$ cat config.mk
export PLATFORM = sky130hd
export DESIGN_NAME = irq_arbiter
export DESIGN_NICKNAME = d
export VERILOG_FILES = /design/src/rtl/irq_pkg.sv /design/src/rtl/irq_csr_regs.sv /design/src/rtl/irq_gate.sv /design/src/rtl/irq_prio.sv /design/src/rtl/irq_arbiter.sv
export SDC_FILE = /design/constraint.sdc
export NUM_CORES = 1
export LEC_CHECK = 0
export BUFFER_PORTS_ARGS = -buffer_cell sky130_fd_sc_hd__buf_2
export CAP_MARGIN = 25
export CORE_ASPECT_RATIO = 1.25
export CORE_MARGIN = 5
export CORE_UTILIZATION = 47
export DETAILED_ROUTE_END_ITERATION = 10
export PLACE_DENSITY = 0.83
export SLEW_MARGIN = 20
export SYNTH_ARGS = -nofsm -noshare
export SYNTH_HDL_FRONTEND = slang
export SYNTH_SLANG_ARGS = --single-unit
$ cat constraint.sdc
create_clock -name clk -period 1.8 [get_ports clk]
set_input_delay 0.27 -clock clk [delete_from_list [all_inputs] [get_ports clk]]
set_output_delay 0.27 -clock clk [all_outputs]
set_load 0.01 [all_outputs]
$ cat src/rtl/irq_pkg.sv
package irq_pkg;
    localparam int IRQ_W   = 12;
    localparam int CAUSE_W = $clog2(IRQ_W);
    localparam int MODE_W  = 2;
    localparam int NMODES  = 3;

    localparam logic [MODE_W-1:0] MODE_U = 2'd0;
    localparam logic [MODE_W-1:0] MODE_S = 2'd1;
    localparam logic [MODE_W-1:0] MODE_M = 2'd3;

    localparam int BASE_SW  = 0;
    localparam int BASE_TMR = 4;
    localparam int BASE_EXT = 8;

    localparam int BIT_MSW  = BASE_SW  + 3;
    localparam int BIT_MTMR = BASE_TMR + 3;
    localparam int BIT_UEXT = BASE_EXT + 0;
    localparam int BIT_SEXT = BASE_EXT + 1;
    localparam int BIT_MEXT = BASE_EXT + 3;

    localparam logic [IRQ_W-1:0] IMPL_MASK = 12'hBBB;
    localparam logic [IRQ_W-1:0] LINE_MASK = 12'hB80;
    localparam logic [IRQ_W-1:0] M_WR_MASK = 12'h033;
    localparam logic [IRQ_W-1:0] S_WR_MASK = 12'h003;

    typedef struct packed {
        logic [IRQ_W-1:0] pend;
        logic [IRQ_W-1:0] ena;
    } irq_regs_t;

    typedef struct packed {
        logic               take;
        logic [CAUSE_W-1:0] cause;
        logic               exc;
    } irq_sel_t;

    function automatic int glb_idx(input int tgt);
        return (tgt == 3) ? 2 : tgt;
    endfunction
endpackage

$ cat src/rtl/irq_csr_regs.sv
module irq_csr_regs
    import irq_pkg::*;
(
    input  logic              clk,
    input  logic              rst_n,
    input  logic [MODE_W-1:0] priv_mode,
    input  logic              ext_m_line,
    input  logic              ext_s_line,
    input  logic              ext_u_line,
    input  logic              mtimer_line,
    input  logic              csr_we,
    input  logic              csr_sel,
    input  logic [IRQ_W-1:0]  csr_wdata,
    input  logic              ipi_we,
    input  logic              ipi_wdata,
    output logic [IRQ_W-1:0]  pend_q_o,
    output logic [IRQ_W-1:0]  ena_q_o
);
    irq_regs_t regs_d, regs_q;
    logic [IRQ_W-1:0] line_vec;
    logic [IRQ_W-1:0] wr_mask;

    always_comb begin
        line_vec           = '0;
        line_vec[BIT_MEXT] = ext_m_line;
        line_vec[BIT_SEXT] = ext_s_line;
        line_vec[BIT_UEXT] = ext_u_line;
        line_vec[BIT_MTMR] = mtimer_line;

        unique case (priv_mode)
            MODE_M:  wr_mask = M_WR_MASK;
            MODE_S:  wr_mask = S_WR_MASK;
            default: wr_mask = '0;
        endcase

        regs_d      = regs_q;
        regs_d.pend = (regs_q.pend & ~LINE_MASK) | (line_vec & LINE_MASK);
        if (csr_we && !csr_sel) begin
            regs_d.pend = (regs_d.pend & ~wr_mask) | (csr_wdata & wr_mask);
        end
        if (ipi_we) begin
            regs_d.pend[BIT_MSW] = ipi_wdata;
        end
        if (csr_we && csr_sel && priv_mode == MODE_M) begin
            regs_d.ena = csr_wdata & IMPL_MASK;
        end
    end

    always_ff @(posedge clk) begin
        if (!rst_n) regs_q <= '0;
        else        regs_q <= regs_d;
    end

    assign pend_q_o = regs_q.pend;
    assign ena_q_o  = regs_q.ena;

    a_r2_mtimer_follow: assert property (@(posedge clk) disable iff (!rst_n)
        mtimer_line |=> pend_q_o[BIT_MTMR]);
    a_r2_mext_follow: assert property (@(posedge clk) disable iff (!rst_n)
        !ext_m_line |=> !pend_q_o[BIT_MEXT]);
    a_r4_ipi_load: assert property (@(posedge clk) disable iff (!rst_n)
        ipi_we |=> (pend_q_o[BIT_MSW] == $past(ipi_wdata)));
    a_r5_ena_guard: assert property (@(posedge clk) disable iff (!rst_n)
        (csr_we && csr_sel && priv_mode != MODE_M) |=> $stable(ena_q_o));
    a_r5_ena_impl: assert property (@(posedge clk) disable iff (!rst_n)
        (ena_q_o & ~IMPL_MASK) == '0);
endmodule

$ cat src/rtl/irq_gate.sv
module irq_gate
    import irq_pkg::*;
(
    input  logic [IRQ_W-1:0]  pend,
    input  logic [IRQ_W-1:0]  ena,
    input  logic [MODE_W-1:0] priv_mode,
    input  logic [NMODES-1:0] glb_ie,
    output logic [IRQ_W-1:0]  cand
);
    localparam int MODE_SLOTS = 4;
    logic [MODE_SLOTS-1:0] mode_ok;

    always_comb begin
        for (int t = 0; t < MODE_SLOTS; t++) begin
            if (t == 2) begin
                mode_ok[t] = 1'b0;
            end else if (MODE_W'(t) > priv_mode) begin
                mode_ok[t] = 1'b1;
            end else if (MODE_W'(t) == priv_mode) begin
                mode_ok[t] = glb_ie[glb_idx(t)];
            end else begin
                mode_ok[t] = 1'b0;
            end
        end
    end

    for (genvar i = 0; i < IRQ_W; i++) begin : g_cand
        assign cand[i] = pend[i] & ena[i] & mode_ok[i % MODE_SLOTS];
    end
endmodule

$ cat src/rtl/irq_prio.sv
module irq_prio
    import irq_pkg::*;
(
    input  logic               clk,
    input  logic               rst_n,
    input  logic [IRQ_W-1:0]   cand,
    input  logic               exc_pending,
    output logic               take_q_o,
    output logic [CAUSE_W-1:0] cause_q_o,
    output logic               exc_q_o
);
    localparam int NKINDS = 3;
    irq_sel_t sel_d, sel_q;

    always_comb begin
        int base;
        sel_d = '0;
        for (int k = 0; k < NKINDS; k++) begin
            base = (k == 0) ? BASE_TMR : (k == 1) ? BASE_SW : BASE_EXT;
            for (int m = 0; m < 4; m++) begin
                if (m != 2 && cand[base + m]) begin
                    sel_d.take  = 1'b1;
                    sel_d.cause = CAUSE_W'(base + m);
                end
            end
        end
        sel_d.exc = exc_pending && !sel_d.take;
    end

    always_ff @(posedge clk) begin
        if (!rst_n) sel_q <= '0;
        else        sel_q <= sel_d;
    end

    assign take_q_o  = sel_q.take;
    assign cause_q_o = sel_q.cause;
    assign exc_q_o   = sel_q.exc;

    a_r9_exclusive: assert property (@(posedge clk) disable iff (!rst_n)
        !(take_q_o && exc_q_o));
    a_r9_exc_source: assert property (@(posedge clk) disable iff (!rst_n)
        exc_q_o |-> $past(exc_pending));
    a_r7_mext_first: assert property (@(posedge clk) disable iff (!rst_n)
        cand[BIT_MEXT] |=> (take_q_o && cause_q_o == CAUSE_W'(BIT_MEXT)));
    a_r10_idle_cause: assert property (@(posedge clk) disable iff (!rst_n)
        !take_q_o |-> (cause_q_o == '0));
    a_r8_take_needs_cand: assert property (@(posedge clk) disable iff (!rst_n)
        (cand == '0) |=> !take_q_o);
endmodule

$ cat src/rtl/irq_arbiter.sv
module irq_arbiter
    import irq_pkg::*;
(
    input  logic                clk,
    input  logic                rst_n,
    input  logic [1:0]          priv_mode,
    input  logic [2:0]          glb_ie,
    input  logic                ext_m_line,
    input  logic                ext_s_line,
    input  logic                ext_u_line,
    input  logic                mtimer_line,
    input  logic                csr_we,
    input  logic                csr_sel,
    input  logic [11:0]         csr_wdata,
    input  logic                ipi_we,
    input  logic                ipi_wdata,
    input  logic                exc_pending,
    output logic [11:0]         pend_o,
    output logic [11:0]         ena_o,
    output logic                take_irq,
    output logic [3:0]          irq_cause,
    output logic                exc_go
);
    logic [IRQ_W-1:0] pend_w, ena_w, cand_w;

    irq_csr_regs u_regs (
        .clk         (clk),
        .rst_n       (rst_n),
        .priv_mode   (priv_mode),
        .ext_m_line  (ext_m_line),
        .ext_s_line  (ext_s_line),
        .ext_u_line  (ext_u_line),
        .mtimer_line (mtimer_line),
        .csr_we      (csr_we),
        .csr_sel     (csr_sel),
        .csr_wdata   (csr_wdata),
        .ipi_we      (ipi_we),
        .ipi_wdata   (ipi_wdata),
        .pend_q_o    (pend_w),
        .ena_q_o     (ena_w)
    );

    irq_gate u_gate (
        .pend      (pend_w),
        .ena       (ena_w),
        .priv_mode (priv_mode),
        .glb_ie    (glb_ie),
        .cand      (cand_w)
    );

    irq_prio u_prio (
        .clk         (clk),
        .rst_n       (rst_n),
        .cand        (cand_w),
        .exc_pending (exc_pending),
        .take_q_o    (take_irq),
        .cause_q_o   (irq_cause),
        .exc_q_o     (exc_go)
    );

    assign pend_o = pend_w;
    assign ena_o  = ena_w;

    a_r6_below_masked: assert property (@(posedge clk) disable iff (!rst_n)
        (priv_mode == MODE_M) |-> (cand_w & 12'h333) == '0);
endmodule

# Yosys cells after proc, flatten, opt, wreduce, memory -nomap -nowiden

Index checks and enable logic that the tools add are counted.

Muxes and demuxes: 18
Reduce and logical (&&, ||, !) cells: 8
Magnitude comparators: 3
Bitwise operators: 24
Eq/ne operators: 4

Operator list:

| kind                                                 | number |
|---|---|
| 2-to-1 mux 5 bit                                     | 9 |
| AND 12 bit                                           | 2 |
| AND 1 bit                                            | 18 |
| 2-to-1 mux 12 bit                                    | 1 |
| NOT 12 bit                                           | 1 |
| bitwise OR 11 x 12 -> 12 bit                         | 1 |
| bitwise OR 12 bit                                    | 1 |
| one-hot mux 6 bit (2 select lines)                   | 1 |
| 2-to-1 mux 1 bit                                     | 7 |
| OR reduction 7 bit                                   | 1 |
| > comparator 1 x 2 -> 1 bit (first input constant)   | 2 |
| logical AND 1 bit                                    | 4 |
| equality test 1 x 2 -> 1 bit (first input constant)  | 1 |
| equality test 2 x 1 -> 1 bit (second input constant) | 1 |
| equality test 2 bit (first input constant)           | 1 |
| equality test 2 bit (second input constant)          | 1 |
| > comparator 2 bit (first input constant)            | 1 |
| logical NOT 1 bit                                    | 2 |
| logical NOT 2 bit                                    | 1 |
| NOT 1 bit                                            | 1 |

Bits in registers: 27
Output and inout bits: 30
Input port bits: 28
Logic and storage cells: 63

# Logic depth before layout (Yosys ltp)

Word-level depth: 15
Mapped depth: 5
Gate-level depth less buffers: 4

# Hierarchy

A second synthesis with hierarchy kept.

Cells, all modules: 115
Area total of the unflattened synthesis: 1076.0 um^2

Modules (own cells, without submodules):

| module       | instances | area an instance (um^2) | cells an instance | seq. area each (um^2) |
|---|---|---|---|---|
| irq_csr_regs | 1         | 730.7                   | 73                | 360.3 |
| irq_prio     | 1         | 229.0                   | 23                | 120.1 |
| irq_gate     | 1         | 116.4                   | 19                | 0.0 |

# Least setup slack after synthesis

OpenSTA, ideal clock, no wires.

Kind: input to register
Start: input port priv_mode[0]
End: register u_prio.sel_q (netlist bit u_prio.cause_q_o[1])
Path slack: 0.578 ns
Cell stages on the path: 5
Required time: 1.676 ns
Arrival time: 1.098 ns
Library setup time: 0.124 ns
Buffers on the path: 1
Cell sequence: buf_6 > nor2b_4 > or3_4 > a31oi_1 > o22ai_1

Longest elaborated chain between the ends: 12
Elaborated cells between the ends (all ways): 28
Those cells by class: order compare (3); eq/ne (2); mux (14); bitwise (8); reduce/logical (1)

Ends and longest elaborated chain:

| what                           | RTL line         | text |
|---|---|---|
| start, declared                | irq_arbiter.sv:6 | `input logic [1:0] priv_mode,` |
| equality test 1 x 2 -> 1 bit   | irq_gate.sv:19   | `end else if (MODE_W'(t) == priv_mode) begin` |
| 2-to-1 mux 1 bit               | irq_gate.sv:19   |  |
| 2-to-1 mux 1 bit               | irq_gate.sv:17   | `end else if (MODE_W'(t) > priv_mode) begin` |
| AND 1 bit                      | irq_gate.sv:28   | `assign cand[i] = pend[i] & ena[i] & mode_ok[i % MODE_SLOTS];` |
| 2-to-1 mux 5 bit (7 in series) | irq_prio.sv:21   | `if (m != 2 && cand[base + m]) begin` |
| 2-to-1 mux 5 bit *             | irq_prio.sv:21   |  |
| end signal, assigned           | irq_prio.sv:32   | `else sel_q <= sel_d;` |
| end, declared                  | irq_prio.sv:13   | `irq_sel_t sel_d, sel_q;` |

Every way passes the cells marked *; elsewhere a longest branch is shown, timed or not.
A chain may end at the register's enable or synchronous reset.

# Final worst setup path

Start: register u_regs.regs_q[1] (netlist: u_regs.ena_q_o[1])
End: register u_prio.sel_q (netlist bit u_prio.cause_q_o[1])

Longest elaborated chain between the ends: 7

Ends and longest elaborated chain:

| what                           | RTL line           | text |
|---|---|---|
| start, declared                | irq_csr_regs.sv:19 | `irq_regs_t regs_d, regs_q;` |
| start signal, assigned         | irq_csr_regs.sv:51 | `else regs_q <= regs_d;` |
| AND 1 bit (2 in series)        | irq_gate.sv:28     |  |
| 2-to-1 mux 5 bit (5 in series) | irq_prio.sv:21     |  |

No other way between the ends.

==> flow_summary.ini <==
[yosys]
netlist_area_sq_mm = 0.00108
avgSynthCellArea_sq_um = 9.45
syn_inst = 114
yosysWarnings = 0
synth_area_leader_cell = dfxtp_1
ys_ff_latch = 24
synth_seq_area_share_pct = 44.6
synthArstFlopShare_pct = 0
synthTopCellsByArea = dfxtp_1 45%, nand2_1 8.0%, mux2i_1 4.6%
synth-edff-count = 0
synth-main-ff-cell = dfxtp_1
synth_top_area_share_pct = 44.6
netlist-cell-type-count = 36

[setup_path]
cp-start-kind = flop
path_depth = 4
path_cells = nand2_1 -> or3_4 -> a31oi_1 -> o22ai_1
worst_ep_required_time_ps = 2000
cp_num_buf_inv = 0
critical-path-top-delay-family = simple AND/OR/NAND/NOR gates
critPathCaptureType = flop
slowest_delay_ps = 360
path_class = flop to flop
worstPathArrival_ps = 1410
rr_worst_depth = 4
cp_max_fo = 3
rrSetupSlack_ps = 590
crit_slowest_cell = dfxtp_1

[finish]
area_delta_synth_final_pct = 23.3
final_nets = 191
fin_util_pct = 60.8
drive_gt1_share_pct = 38.5
n_antenna_cell = 0
final_cell_mix = 48 x buf_2, 24 x dfxtp_1, 23 x nand2_1
stdcell_count = 192
final_common_cell = buf_2

[cts]
clkSinkCount = 24
cts_max_level = 1
tritoncts.num_buffers = 3
insertion_delay_ps = 310
postCtsSetupRepairBufs = 0
cts_tree = done
hold_buffers = 0
cts-resized-gates = 0
cts-root-buf = clkbuf_4
cts_buffer_depth = 2
clk_pin_slew_ps = 120

[floorplan]
chipHeight_microns = 63.5
die-area_sq_mm = 0.00336
num_rows = 19
top_level_ports = 58
die_x_microns = 52.8
core_area_sq_mm = 0.00219
floorplan.initialDensity_pct = 49.3

[placed_design]
dp_hpwl_mm = 2.20
dp_cells = 189
place.gp.congestion = 0.834
io_buffers = 48

[global_route]
first_global_vias = 976
gr-usage-all-layers_pct = 17.0
gr-total-overflow = 0
grt_pass1_wl_mm = 4.37
antenna_found_initial = 0
grt_max_degree = 13

[detailed_routing]
first_pass_iters = 4
dr_wl_met2_mm = 1.57
highest_layer = met4
wirelength_mm = 2.80
drt_iter0_drc = 16
wl_per_cell_microns = 14.6
via_count = 996
viasPerCell = 5.19
drcViolationCount = 0
wl_met1_microns = 987
routed-wl-met3_microns = 187
drt.antenna.violating_nets = 0

[power_and_ir_drop]
peakVddDrop_v = 0.000582
p_per_area_mw_per_mm2 = 672
cellLeakagePower_nw = 0.651
design_power_total_uw = 893

[timing]
rsz0062_at_grt = false
fin_worst_skew_ps = 3.36
fin_crit_sh_pct = 67.2
setup_violations = 0
max_freq_ghz = 0.827
fin_setup_tns_ps = 0
finalWorstPathRequiredPeriod_ps = 1210
slew_violations = 0
hold_ws_ps = 157
final_hold_viol_count = 0

[run_status]
outcome = completed

[hold_path]
hp-class = input pin to flop
hold_path_depth = 2

[flow_run]
max_cap_viol_count = 0
-- cells by family (layout without fill, tap and decap cells) --
logic type,after synthesis,after routing,synth area share [%]
flops,24,24,44.6
simple gates,53,53,30.9
buf+inv,12,54,7.78
compound gates,19,19,11.7
other cells,1,6,0.348
mux,5,5,4.65
-- registers in the layout, indices dropped and copies added (netlist names) --
register and cells:
u_regs.pend_q_o 9, u_prio.exc_q_o 1, u_regs.ena_q_o 9, u_prio.cause_q_o 4, u_prio.take_q_o 1
-- Yosys cell counts, types with 4 or more instances --
cell type	count
dfxtp_1	24
buf_4	6
nor2_1	6
and2_1	4
mux2i_1	5
a21oi_1	9
nand3_1	4
nand2_1	23
-- worst paths after layout --
check	startpoint	endpoint
min reg2reg	u_regs.ena_q_o[1]	u_regs.ena_q_o[1]
max	u_regs.ena_q_o[1]	u_prio.cause_q_o[1]
max reg2reg	u_regs.ena_q_o[1]	u_prio.cause_q_o[1]
min	mtimer_line	u_regs.pend_q_o[7]
-- per-layer routing --
metal	GRT usage [%]	vias to the layer above
li1	-	482
met1	18.2	461
met2	30.4	44
met3	3.30	9
met4	7.99	0
met5	0	-
-- per-stage QoR --
| step | area [sq um] | setup slack (ps) |
|---|---|---|
| 2_1_floorplan | 1100 | 578 |
| 3_3_place_gp | 1310 | 395 |
| 3_5_place_dp | 1310 | 351 |
| 4_1_cts | 1330 | 584 |
| 5_1_grt | 1330 | 500 |
| 6_report | 1330 | 591 |
-- area by class of cell --
class | count | area, sq um
Clock buffer | 3 | 22.5
Inverter | 2 | 7.51
Timing Repair Buffer | 49 | 248
Sequential cell | 24 | 480
Multi-Input combinational cell | 83 | 532
Tap cell | 31 | 38.8
Fill cell | 218 | 858
-- report_power, final --
part	leakage, nW	internal [mW]	total (mW)	switching (mW)
combinational	0.442	0.0501	0.115	0.0648
clock	0.0138	0.0782	0.223	0.144
sequential	0.195	0.546	0.555	0.00920
total	0.651	0.674	0.893	0.218
Power figures use the tool's default switching activity.
